## src/rtl/thermal_clkmod.sv

```systemverilog
module thermal_clkmod #(
  parameter int PERIOD_TICKS = 32,
  parameter int ON_TICKS     = 8,
  parameter int HYST_TICKS   = 16
) (
  input  logic clk,
  input  logic rst_n,
  input  logic tb_tick,
  input  logic over_tmax,
  input  logic fv_floor,
  output logic core_clk_en,
  output logic tcc_on,
  output logic mod_on
);
  localparam int PW = (PERIOD_TICKS > 1) ? $clog2(PERIOD_TICKS) : 1;
  localparam int HW = (HYST_TICKS > 1) ? $clog2(HYST_TICKS) : 1;
  localparam logic [PW-1:0] PH_LAST = PW'(PERIOD_TICKS - 1);
  localparam logic [PW-1:0] PH_ON   = PW'(ON_TICKS);
  localparam logic [HW-1:0] HY_LAST = HW'(HYST_TICKS - 1);

  logic [PW-1:0] phase;
  logic [HW-1:0] hyst;
  logic          tcc_nxt, hyst_done;

  assign hyst_done = tcc_on && !over_tmax && tb_tick && (hyst == HY_LAST);
  assign tcc_nxt   = over_tmax || (tcc_on && !hyst_done);

  always_ff @(posedge clk or negedge rst_n) begin
    if (!rst_n) begin
      tcc_on <= 1'b0;
      hyst   <= '0;
    end else begin
      tcc_on <= tcc_nxt;
      if (over_tmax || !tcc_on || hyst_done) hyst <= '0;
      else if (tb_tick)                      hyst <= hyst + 1'b1;
    end
  end

  always_ff @(posedge clk or negedge rst_n) begin
    if (!rst_n) begin
      mod_on <= 1'b0;
      phase  <= '0;
    end else begin
      mod_on <= tcc_nxt && fv_floor;
      if (!(tcc_nxt && fv_floor)) phase <= '0;
      else if (mod_on && tb_tick) phase <= (phase == PH_LAST) ? '0 : phase + 1'b1;
    end
  end

  assign core_clk_en = !mod_on || (phase < PH_ON);

  assert_mod_needs_tcc_R3: assert property (@(posedge clk) disable iff (!rst_n)
    mod_on |-> tcc_on);
  assert_tcc_rise_hot_R2: assert property (@(posedge clk) disable iff (!rst_n)
    $rose(tcc_on) |-> $past(over_tmax));
  assert_exit_on_cool_tick_R6: assert property (@(posedge clk) disable iff (!rst_n)
    $fell(tcc_on) |-> (!$past(over_tmax) && $past(tb_tick)));
  assert_en_high_idle_R8: assert property (@(posedge clk) disable iff (!rst_n)
    !mod_on |-> core_clk_en);
  assert_start_on_phase_R8: assert property (@(posedge clk) disable iff (!rst_n)
    $rose(mod_on) |-> core_clk_en);
  assert_en_moves_on_tick_R5: assert property (@(posedge clk) disable iff (!rst_n)
    (mod_on && $past(mod_on) && !$past(tb_tick)) |-> $stable(core_clk_en));
endmodule

```

## config.mk

```make
export PLATFORM = sky130hd
export DESIGN_NAME = thermal_clkmod
export DESIGN_NICKNAME = d
export VERILOG_FILES = /design/src/rtl/thermal_clkmod.sv
export SDC_FILE = /design/constraint.sdc
export NUM_CORES = 1
export LEC_CHECK = 0
export ABC_AREA = 0
export CAP_MARGIN = 40
export CORE_AREA = 4 4 41 43
export CTS_BUF_LIST = sky130_fd_sc_hd__clkbuf_8
export CTS_CLUSTER_SIZE = 28
export DETAILED_ROUTE_END_ITERATION = 7
export DIE_AREA = 0 0 45 47
export HOLD_SLACK_MARGIN = 0.03
export PLACE_DENSITY = 0.76
export SETUP_SLACK_MARGIN = 0.02
export SLEW_MARGIN = 20
export SYNTH_ARGS = -nofsm -noshare
export SYNTH_HDL_FRONTEND = slang
export SYNTH_SLANG_ARGS = --single-unit
```

## constraint.sdc

```tcl
create_clock -name clk -period 3.4 [get_ports clk]
set_input_delay 0.51 -clock clk [delete_from_list [all_inputs] [get_ports clk]]
set_output_delay 0.51 -clock clk [all_outputs]
set_load 0.01 [all_outputs]
```

* Yosys cells after proc, flatten, opt, wreduce, memory -nomap -nowiden *
Index checks and enable logic that the tools add are counted.

storage, ports and cells
  output and inout port bits = 3
  input bits = 5
  flip-flop bits (word level) = 11
  word-level logic and storage cells = 30

cells by class
  muxes and demuxes = 5
  reduce and logical (&&, ||, !) cells = 15
  add/sub/neg operators = 2
  order comparisons = 1
  eq/ne operators = 3

operators by type and width
  operator                                                    number
  two-way mux 5 bit                                           3
  two-way mux 4 bit                                           2
  logical AND 1 bit                                           6
  adder 5 x 1 -> 5 bit, second input constant                 1
  == test 5 bit, second input constant                        1
  less-than comparator 5 x 4 -> 1 bit, second input constant  1
  adder 4 x 1 -> 4 bit, second input constant                 1
  == test 4 bit, second input constant                        1
  logical NOT 1 bit                                           4
  logical OR 1 bit                                            4
  inequality test 2 x 1 -> 1 bit, second input constant       1
  nonzero test 2 bit                                          1

* Logic depth before layout (Yosys ltp) *
Gate-level depths: netlist (run 1).

  depth in word-level cells = 9
  mapped depth = 6
  depth with buffers taken out = 6

* Worst setup path before layout (run 1) *
OpenSTA, ideal clock, no wires.

  path type = register to register
  start = register phase[0]
  end = register phase[2]
  slack = 1.592 ns
  arrival time = 1.721 ns
  buffers on the path = 0
  period minus slack after synthesis = 1.808 ns
  stages on the path, launching flop included = 6
  library setup time = 0.087 ns
  required time = 3.313 ns
  cells stage by stage = dfrtp_1 ha_1 and3_1 ha_1 or4b_1 a211oi_2

between the ends
  word-level cells in the longest chain between the ends = 4
  elaborated cells between the ends (all ways) = 5
  those cells by class = add/sub: 1; eq/ne: 1; mux: 3

ends and longest elaborated chain
  element                                                       RTL line  text
  start: declaration                                            21        logic [PW-1:0] phase;
  start signal: assignment                                      46        else if (mod_on && tb_tick) phase <= (phase == PH_LAST) ? '0 : phase + 1'b1;
  adder 5 x 1 -> 5 bit / == test 5 bit (equally long branches)  46
  two-way mux 5 bit * (2 in series)                             46
  two-way mux 5 bit *                                           45        if (!(tcc_nxt && fv_floor)) phase <= '0;

Every way passes the cells marked *; elsewhere a longest branch is shown, timed or not. The select of a mux whose other input is x is not followed.
A chain may end at the register's enable or synchronous reset.

* Worst setup path in the final report (run 1) *
Same ends and word-level chain as after synthesis.

==> results.sh, run 1 <==
export IMPL_crit_path_start_kind="flip-flop"
export IMPL_start_util_pct=42.7
export IMPL_wl_um=1060
export IMPL_endpoint_kind="flip-flop"
export IMPL_max_cap_violations=0
export IMPL_viasPerCell=5.66
export IMPL_grt_busiest_layer="met1"
export IMPL_clkLatencyLatePin_ns=0.24
export IMPL_setup_viol=0
export IMPL_postCtsHoldBufs=0
export IMPL_grt_max_degree=12
export IMPL_drtIter0Drc=10
export IMPL_intPower_mw=0.224
export IMPL_num_rows=13
export IMPL_drt_pass1_iterations=4
export IMPL_r2r_start="phase[0]$_DFFE_PN0P_"
export IMPL_place_gp_congestion=0.745
export IMPL_overflow=0
export IMPL_wl_per_cell_um=13.3
export IMPL_synth_nets=62
export IMPL_relSlewSlack_pct=62.8
export IMPL_syn_avg_cell_area_um2=10.3
export IMPL_grt_util_met1_pct=18.5
export IMPL_cts_buffers=3
export IMPL_area_growth_syn_to_layout_pct=24.1
export IMPL_swShare_pct=22.4
export IMPL_path_buf_inv=0
export IMPL_ys_types=24
export IMPL_grt_pass1_wl_um=1860
export IMPL_yosysWarnings=0
export IMPL_cts_root_buffer="clkbuf_8"
export IMPL_die_area_um2=2120
export IMPL_p_seq_share_pct=48.1
export IMPL_ctsResizeCount=0
export IMPL_globalRouteTotalUtil_pct=13.2
export IMPL_path_delay_family="simple AND/OR/NAND/NOR gates"
export IMPL_vias=453
export IMPL_rr_worst_depth=5
export IMPL_utilization_pct=53.0
export IMPL_fillers=126
export IMPL_layout_commonest_cell="dfrtp_1"
export IMPL_tns_ns=0
export IMPL_p_sw_mw=0.0646
export IMPL_drv_slew=0
export IMPL_timing_fmax_mhz=523
export IMPL_final_cells=80
export IMPL_htree_levels=1
export IMPL_met2_usage_pct=15.8
export IMPL_outcome="finished, final reports clean"
export IMPL_ys_ff_latch=11
export IMPL_hold_start="hyst[3]$_DFFE_PN0P_"
export IMPL_rsz0062_at_grt="false"
export IMPL_ioPinCount=8
export IMPL_tightest_slew_ns=0.558
export IMPL_finClkSkew_ns=0.00108
export IMPL_cpPeakStageDelay_ns=0.53
export IMPL_dieWidth_um=45
export IMPL_p_clk_share_pct=44.5
export IMPL_cts_tree="done"
export IMPL_antenna_found_initial=0
export IMPL_coreArea_um2=1300
export IMPL_syn_inst=54
export IMPL_crit_arrival_ns=2.07
export IMPL_hpwl_um=773
export IMPL_layout_common_cells="dfrtp_1, clkdlybuf4s50_1, a21oi_1, o21ai_0, nand2_1"
export IMPL_finalNetCount=74
export IMPL_whs_endpoint="hyst[3]$_DFFE_PN0P_"
export IMPL_clockBufferDepth=2
export IMPL_ir_worst_vdd_mv=0.248
export IMPL_numPortBuffers=7
export IMPL_worstSetupPathType="flip-flop to flip-flop"
export IMPL_drc=0
export IMPL_post_cts_setup_buffers=0
export IMPL_critPathSlowestCell="or4b_1"
export IMPL_min_period_ns=1.91
export IMPL_critPathMostFrequentCell="ha_1"
export IMPL_hold_path_depth=2
export IMPL_powerDensity_nw_per_um2=419
export IMPL_fp_dieH_um=47
export IMPL_grtUsageMet3_pct=4.60
export IMPL_grt_pass1_vias=416
export IMPL_path_cells="ha_1, and3_1, ha_1, or4b_1, a211oi_2"
export IMPL_hold_viol=0
export IMPL_ant_nets=0
export IMPL_ff2ff_setup_slack_ns=1.49
export IMPL_path_clk_slew_ns=0.05
export IMPL_finalPower_mw=0.289
export IMPL_p_leak_nw=0.309
export IMPL_syn_area_um2=556
export IMPL_path_max_fanout=6
export IMPL_drive_above_1_share_pct=7.69
export IMPL_ys_seq_area_share_pct=49.5
export IMPL_cts_sink_count=11
export IMPL_hold_path_class="flip-flop to flip-flop"
export IMPL_dp_cells=76
export IMPL_cp_required_ns=3.56
export IMPL_timing_rr_end="phase[2]$_DFFE_PN0P_"
export IMPL_diodes=0
export IMPL_period_share_pct=56.3
export IMPL_combPwrFrac_pct=7.3
power groups by stage:
stage	Sequential, mW	Clock (mW)	Combinational (mW)
global placement	0.141	0	0.0218
CTS	0.139	0.132	0.0215
floorplan	0.140	0	0.00967
finish	0.139	0.129	0.0212
detailed placement	0.141	0	0.0216
global route	0.139	0.139	0.0244
metal layers:
layer  vias up  share of wire, %
met4         0               3.3
met5         -                 0
met1       211                49
met3         5               5.7
met2        11                42
li1        226                 -
through the flow:
step           setup slack [ns]  area [um2]  hold slack, ns
3_3_place_gp               1.36         644           0.540
3_5_place_dp               1.29         644           0.560
5_1_grt                    1.40         689           0.619
4_1_cts                    1.48         689           0.568
6_report                   1.49         689           0.570
2_1_floorplan              1.59         556           0.214
layout make-up:
type	count	area (um2)	area share, %
timing repair buffer	7	70.1	10.2
clock inverter	1	3.75	0.544
sequential	11	275	39.9
clock buffer	3	41.3	5.99
inverter	2	7.51	1.09
tap	15	18.8	2.72
multi-input combinational	41	273	39.6
cells in the mapped netlist:
library cell  count  area share, %
nand4_1           2            2.3
or3_1             1            1.1
nor2_1            3            2.0
nand4b_1          1            1.6
a211oi_1          2            2.7
nor3_1            3            2.7
xor2_1            1            1.6
nand3_1           2            1.8
ha_1              3            6.8
mux2i_1           2            3.6
and4b_1           1            1.8
nand2_1           4            2.7
or4_1             1            1.4
o21ai_0           4            3.6
a31oi_1           1            1.1
nor3b_1           1            1.4
a21oi_1           4            3.6
dfrtp_1          11             50
a211oi_2          1            2.3
or4b_1            1            1.8
nor2b_1           1            1.1
nand2_2           1            1.1
and3_1            1            1.1
inv_1             2            1.4
logic make-up after synthesis:
group	after synthesis	synth area share, %
AND/OR/NAND/NOR	23	23.9
AO/OA/AOI/OAI	12	13.3
flip-flops	11	49.5
adder cells (fa/ha/maj)	3	6.76
buffers and inverters	2	1.35
multiplexers	2	3.60
XOR/XNOR	1	1.58
how the worst max path moves through the flow:
stage | from | to | slack (ns) | depth (start not counted)
after floorplan | phase[0]$_DFFE_PN0P_ | phase[2]$_DFFE_PN0P_ | 1.59 | 5
final | phase[0]$_DFFE_PN0P_ | phase[2]$_DFFE_PN0P_ | 1.49 | 5
after global routing | phase[0]$_DFFE_PN0P_ | phase[2]$_DFFE_PN0P_ | 1.40 | 5
after CTS | phase[0]$_DFFE_PN0P_ | phase[2]$_DFFE_PN0P_ | 1.48 | 5
after detailed placement | tb_tick | phase[4]$_DFFE_PN0P_ | 1.29 | 4
after global placement | tb_tick | phase[2]$_DFFE_PN0P_ | 1.36 | 4
sequential cells by signal (all words and copies together), names as in the netlist:
register / flops
hyst: 4
tcc_on: 1
phase: 5
mod_on: 1
tightest hold or removal path: cells and delay by family, from the launching register on:
kind | cells | cell delay [ns]
DFF | 1 | 0.38
AOI/OAI and AO/OA | 2 | 0.15
No activity file was read; power rests on OpenSTA's default activity.
==> run 2, diff against run 1 <==
Clock period 3.4 ns to 1.8 ns, I/O delays scaled along.
==> run 2 against run 1 <==
Clock skew increased by 0.0039 ns; wire length is 21% higher; cell count is 10% higher; setup slack worse by 1.4 ns; count of clock-buffer cells in the layout unchanged.
==> results.sh, run 2 (same netlist as run 1, synthesis figures left out) <==
export IMPL_cp_required_ns=1.95
export IMPL_met1Wirelength_um=568
export IMPL_numPortBuffers=7
export IMPL_postCtsHoldBufs=0
export IMPL_timing_rr_end="phase[2]$_DFFE_PN0P_"
export IMPL_utilization_pct=59.8
export IMPL_ff2ff_setup_slack_ns=0.09
export IMPL_top_register="phase"
export IMPL_layout_commonest_cell="dfrtp_1"
export IMPL_crit_arrival_ns=1.87
export IMPL_wl_per_cell_um=14.6
export IMPL_dr_max_layer_used="met4"
export IMPL_cts_root_buffer="clkbuf_8"
export IMPL_drt_pass1_iterations=4
export IMPL_drive_above_1_share_pct=24.7
export IMPL_drtIter0Drc=7
export IMPL_tns_ns=0
export IMPL_grt_pass1_wl_um=2160
export IMPL_setup_viol=0
export IMPL_vias=477
export IMPL_globalRouteTotalUtil_pct=15.5
export IMPL_coreArea_um2=1300
export IMPL_finalNetCount=82
export IMPL_tightest_slew_ns=0.489
export IMPL_fillers=117
export IMPL_ant_nets=0
export IMPL_area_growth_syn_to_layout_pct=40.1
export IMPL_hpwl_um=880
export IMPL_regArea_um2=275
export IMPL_path_max_fanout=3
export IMPL_met3WireLength_um=36
export IMPL_cts_buffers=3
export IMPL_clkLatencyLatePin_ns=0.24
export IMPL_viasPerCell=5.42
export IMPL_grt_max_degree=12
export IMPL_grt_pass1_vias=461
export IMPL_powerDensity_nw_per_um2=716
export IMPL_largest_reg_flops=5
export IMPL_ioPinCount=8
export IMPL_crit_start="phase[1]$_DFFE_PN0P_"
export IMPL_outcome="finished, final reports clean"
export IMPL_relSlewSlack_pct=67.3
export IMPL_finClkSkew_ns=0.00498
export IMPL_drv_slew=0
export IMPL_multi_input_area_um2=302
export IMPL_htree_levels=1
export IMPL_max_cap_violations=0
export IMPL_finalPower_mw=0.558
export IMPL_antenna_found_initial=0
export IMPL_period_share_pct=95.2
export IMPL_cts_sink_count=11
export IMPL_die_area_um2=2120
export IMPL_ir_worst_vdd_mv=0.472
export IMPL_rr_worst_depth=5
export IMPL_clockBufferDepth=2
export IMPL_crit_path_start_kind="flip-flop"
export IMPL_min_period_ns=1.71
export IMPL_hold_path_class="primary input to async pin"
export IMPL_cts_tree="done"
export IMPL_layout_common_cells="dfrtp_1, buf_4, clkdlybuf4s50_1"
export IMPL_wl_um=1280
export IMPL_endpoint="phase[2]$_DFFE_PN0P_"
export IMPL_num_rows=13
export IMPL_drc=0
export IMPL_worstSetupPathType="flip-flop to flip-flop"
export IMPL_holdWs_ns=0.361
export IMPL_dieWidth_um=45
export IMPL_fp_dieH_um=47
export IMPL_path_clk_slew_ns=0.05
export IMPL_r2r_start="phase[1]$_DFFE_PN0P_"
export IMPL_place_gp_congestion=0.814
export IMPL_diodes=0
export IMPL_p_leak_nw=0.345
export IMPL_rsz0062_at_grt="false"
export IMPL_wl_met2_um=650
export IMPL_hold_viol=0
export IMPL_reg_top3="phase (5), hyst (4)"
export IMPL_timing_fmax_mhz=584
export IMPL_overflow=0
export IMPL_start_util_pct=42.7
export IMPL_endpoint_kind="flip-flop"
## run 2: cell types whose count changed in the layout (fill, tap and decap cells not counted)
cell and change:
and3_1 -1, ha_2 +1, ha_4 +1, ha_1 -2, a211oi_2 +1, a211oi_1 -1
buf_4 +8, or4b_4 +1, or4b_1 -1, and3_4 +1
## run 2: how the worst min path moves through the flow
stage | endpoint | slack, ns | cells past startpoint
finish | phase[4]$_DFFE_PN0P_ | 0.36 | 1
global route | phase[4]$_DFFE_PN0P_ | 0.40 | 1
CTS | phase[3]$_DFFE_PN0P_ | 0.38 | 1
detailed placement | hyst[1]$_DFFE_PN0P_ | 0.56 | 2
global placement | hyst[1]$_DFFE_PN0P_ | 0.54 | 2
floorplan | hyst[0]$_DFFE_PN0P_ | -0.03 | 0
## run 2: what timing repair did
action | in CTS | in global routing
pin swaps | 1 | 3
endpoints found under the setup margin | 2 | 2
hold endpoints to repair | 0 | 0
setup buffers | 0 | 1
gates resized for setup | 3 | 2
## run 2: critical path: stages (launching register included)
cell and delay, ns:
dfrtp_1 0.39, ha_2 0.20, and3_4 0.19, ha_4 0.16, or4b_4 0.47, a211oi_2 0.22
## run 2: power breakdown
group          internal (mW)  total [mW]  switching, mW
clock network          0.150       0.245         0.0951
registers              0.255       0.260        0.00573
logic                 0.0266      0.0521         0.0255
total                  0.431       0.558          0.126
## run 2: cell type report
class	instances	area share (%)
Inverter	2	0.965
Clock buffer	3	5.31
Multi-Input combinational cell	41	38.7
Timing Repair Buffer	15	16.7
Tap cell	15	2.41
Sequential cell	11	35.4
Clock inverter	1	0.482
## run 2: per-layer routing
metal / track usage (%) / vias up
met4: 12.9 / 0
met5: 0 / -
met2: 23.2 / 5
met3: 4.98 / 4
li1: - / 240
met1: 18.0 / 228
## run 2: stage by stage
stage	area, um2	cells	setup WS (ns)
after floorplan	558	54	0.0248
after global placement	699	83	0.0661
after detailed placement	699	83	0.0207
after CTS	756	87	0.0489
after global routing	778	88	0.0361
final	778	88	0.0862
==> run 3, diff against run 2 <==
Settings changed: DONT_BUFFER_PORTS set to 1, PLACE_DENSITY 0.76 to 0.68, SLEW_MARGIN 20 to 25.
==> run 3 against run 2 <==
Clock power is essentially flat; power shrank 3.1%; cell count shrank 11%; via count shrank 2.7%; count of clock-buffer cells in the layout is the same; die area is the same.
==> results.sh, run 3 (same netlist as run 1, synthesis figures left out) <==
export IMPL_outcome="finished, final reports clean"
export IMPL_max_cap_violations=0
export IMPL_layout_commonest_cell="dfrtp_1"
export IMPL_utilization_pct=52.5
export IMPL_crit_start="phase[0]$_DFFE_PN0P_"
export IMPL_critical_path_depth=5
export IMPL_cpPeakStageDelay_ns=0.49
export IMPL_drive_above_1_share_pct=20.6
export IMPL_ff2ff_setup_slack_ns=0.05
export IMPL_endpoint="phase[3]$_DFFE_PN0P_"
export IMPL_num_rows=13
export IMPL_htree_levels=1
export IMPL_period_share_pct=97.1
export IMPL_dieWidth_um=45
export IMPL_globalRouteTotalUtil_pct=13.8
export IMPL_holdWs_ns=0.0965
export IMPL_viasPerCell=5.95
export IMPL_grt_pass1_vias=456
export IMPL_finalNetCount=72
export IMPL_crit_path_start_kind="flip-flop"
export IMPL_worstSetupPathType="flip-flop to flip-flop"
export IMPL_largest_reg_flops=5
export IMPL_rr_worst_depth=5
export IMPL_min_period_ns=1.75
export IMPL_clockBufferDepth=2
export IMPL_reg_top3="phase (5), hyst (4)"
export IMPL_final_cells=78
export IMPL_path_buf_inv=0
export IMPL_endpoint_kind="flip-flop"
export IMPL_path_clk_slew_ns=0.05
export IMPL_fp_dieH_um=47
export IMPL_cts_tree="done"
export IMPL_hold_path_class="primary input to flip-flop"
export IMPL_path_cells="ha_2, and3_4, ha_4, or4_1, a211oi_1"
export IMPL_critPathSlowestCell="or4_1"
export IMPL_fin_area_um2=683
export IMPL_wl_met2_um=641
export IMPL_setup_slack_ns=0.0527
export IMPL_timing_rr_end="phase[3]$_DFFE_PN0P_"
export IMPL_diodes=0
export IMPL_cts_buffers=3
export IMPL_coreArea_um2=1300
export IMPL_tns_ns=0
export IMPL_post_place_ws_ns=0.0194
export IMPL_placed_area_um2=599
export IMPL_wl_per_cell_um=16.2
export IMPL_r2r_start="phase[0]$_DFFE_PN0P_"
export IMPL_hpwl_um=801
export IMPL_overflow=0
export IMPL_ioPinCount=8
export IMPL_finalPower_mw=0.540
export IMPL_setup_viol=0
export IMPL_met1Wirelength_um=546
export IMPL_relSlewSlack_pct=65.4
export IMPL_ir_worst_vdd_mv=0.455
export IMPL_met3WireLength_um=51
export IMPL_tightest_slew_ns=0.517
export IMPL_die_area_um2=2120
export IMPL_hold_viol=0
export IMPL_top_register="phase"
export IMPL_clkLatencyLatePin_ns=0.23
export IMPL_place_gp_congestion=0.749
export IMPL_area_growth_syn_to_layout_pct=23.0
export IMPL_cts_sink_count=11
export IMPL_antenna_found_initial=0
export IMPL_path_delay_family="simple AND/OR/NAND/NOR gates"
export IMPL_timing_fmax_mhz=572
export IMPL_numPortBuffers=0
export IMPL_vias=464
export IMPL_grt_pass1_wl_um=1990
export IMPL_path_max_fanout=6
export IMPL_p_leak_nw=0.300
export IMPL_finClkSkew_ns=0.00277
export IMPL_start_util_pct=42.7
export IMPL_dp_cells=72
export IMPL_drt_pass1_iterations=4
export IMPL_dr_max_layer_used="met4"
export IMPL_drv_slew=0
export IMPL_wl_um=1260
export IMPL_drc=0
export IMPL_cp_required_ns=1.94
export IMPL_ant_nets=0
export IMPL_crit_arrival_ns=1.89
export IMPL_drtIter0Drc=8
export IMPL_cts_root_buffer="clkbuf_8"
export IMPL_layout_common_cells="dfrtp_1, a21oi_1, o21ai_0, nand2_1, buf_4"
export IMPL_grt_max_degree=12
export IMPL_powerDensity_nw_per_um2=791
[run 3: what timing repair did]
action,CTS,global route
hold buffers,1,0
pin swaps,0,1
setup buffers,0,1
endpoints found under the hold margin,11,0
endpoints found under the setup margin,1,2
resized for setup,3,1
[run 3: routing by layer]
metal,global-route usage [%],up-vias
li1,-,222
met1,17.5,223
met2,20.9,15
met3,4.60,4
met4,7.02,0
met5,0,-
[run 3: worst min path at each step]
stage,cells past startpoint,end,slack [ns],start
final,1,hyst[0]$_DFFE_PN0P_,0.1,over_tmax
after floorplan,0,hyst[0]$_DFFE_PN0P_,-0.03,rst_n
after global routing,1,hyst[0]$_DFFE_PN0P_,0.09,over_tmax
after CTS,1,hyst[1]$_DFFE_PN0P_,0.1,over_tmax
after global placement,0,phase[2]$_DFFE_PN0P_,-0.03,rst_n
after detailed placement,0,phase[3]$_DFFE_PN0P_,-0.03,rst_n
[run 3: report_power, final]
part | internal (mW) | switching (mW) | total [mW]
combinational | 0.0156 | 0.0204 | 0.0360
sequential | 0.255 | 0.00713 | 0.262
clock | 0.150 | 0.0929 | 0.243
total | 0.420 | 0.120 | 0.540
[run 3: layout make-up]
class | count | area (um2)
Inverter | 2 | 7.51
Fill cell | 123 | 618
Clock inverter | 1 | 3.75
Sequential cell | 11 | 275
Timing Repair Buffer | 5 | 40.0
Multi-Input combinational cell | 41 | 297
Tap cell | 15 | 18.8
Clock buffer | 3 | 41.3
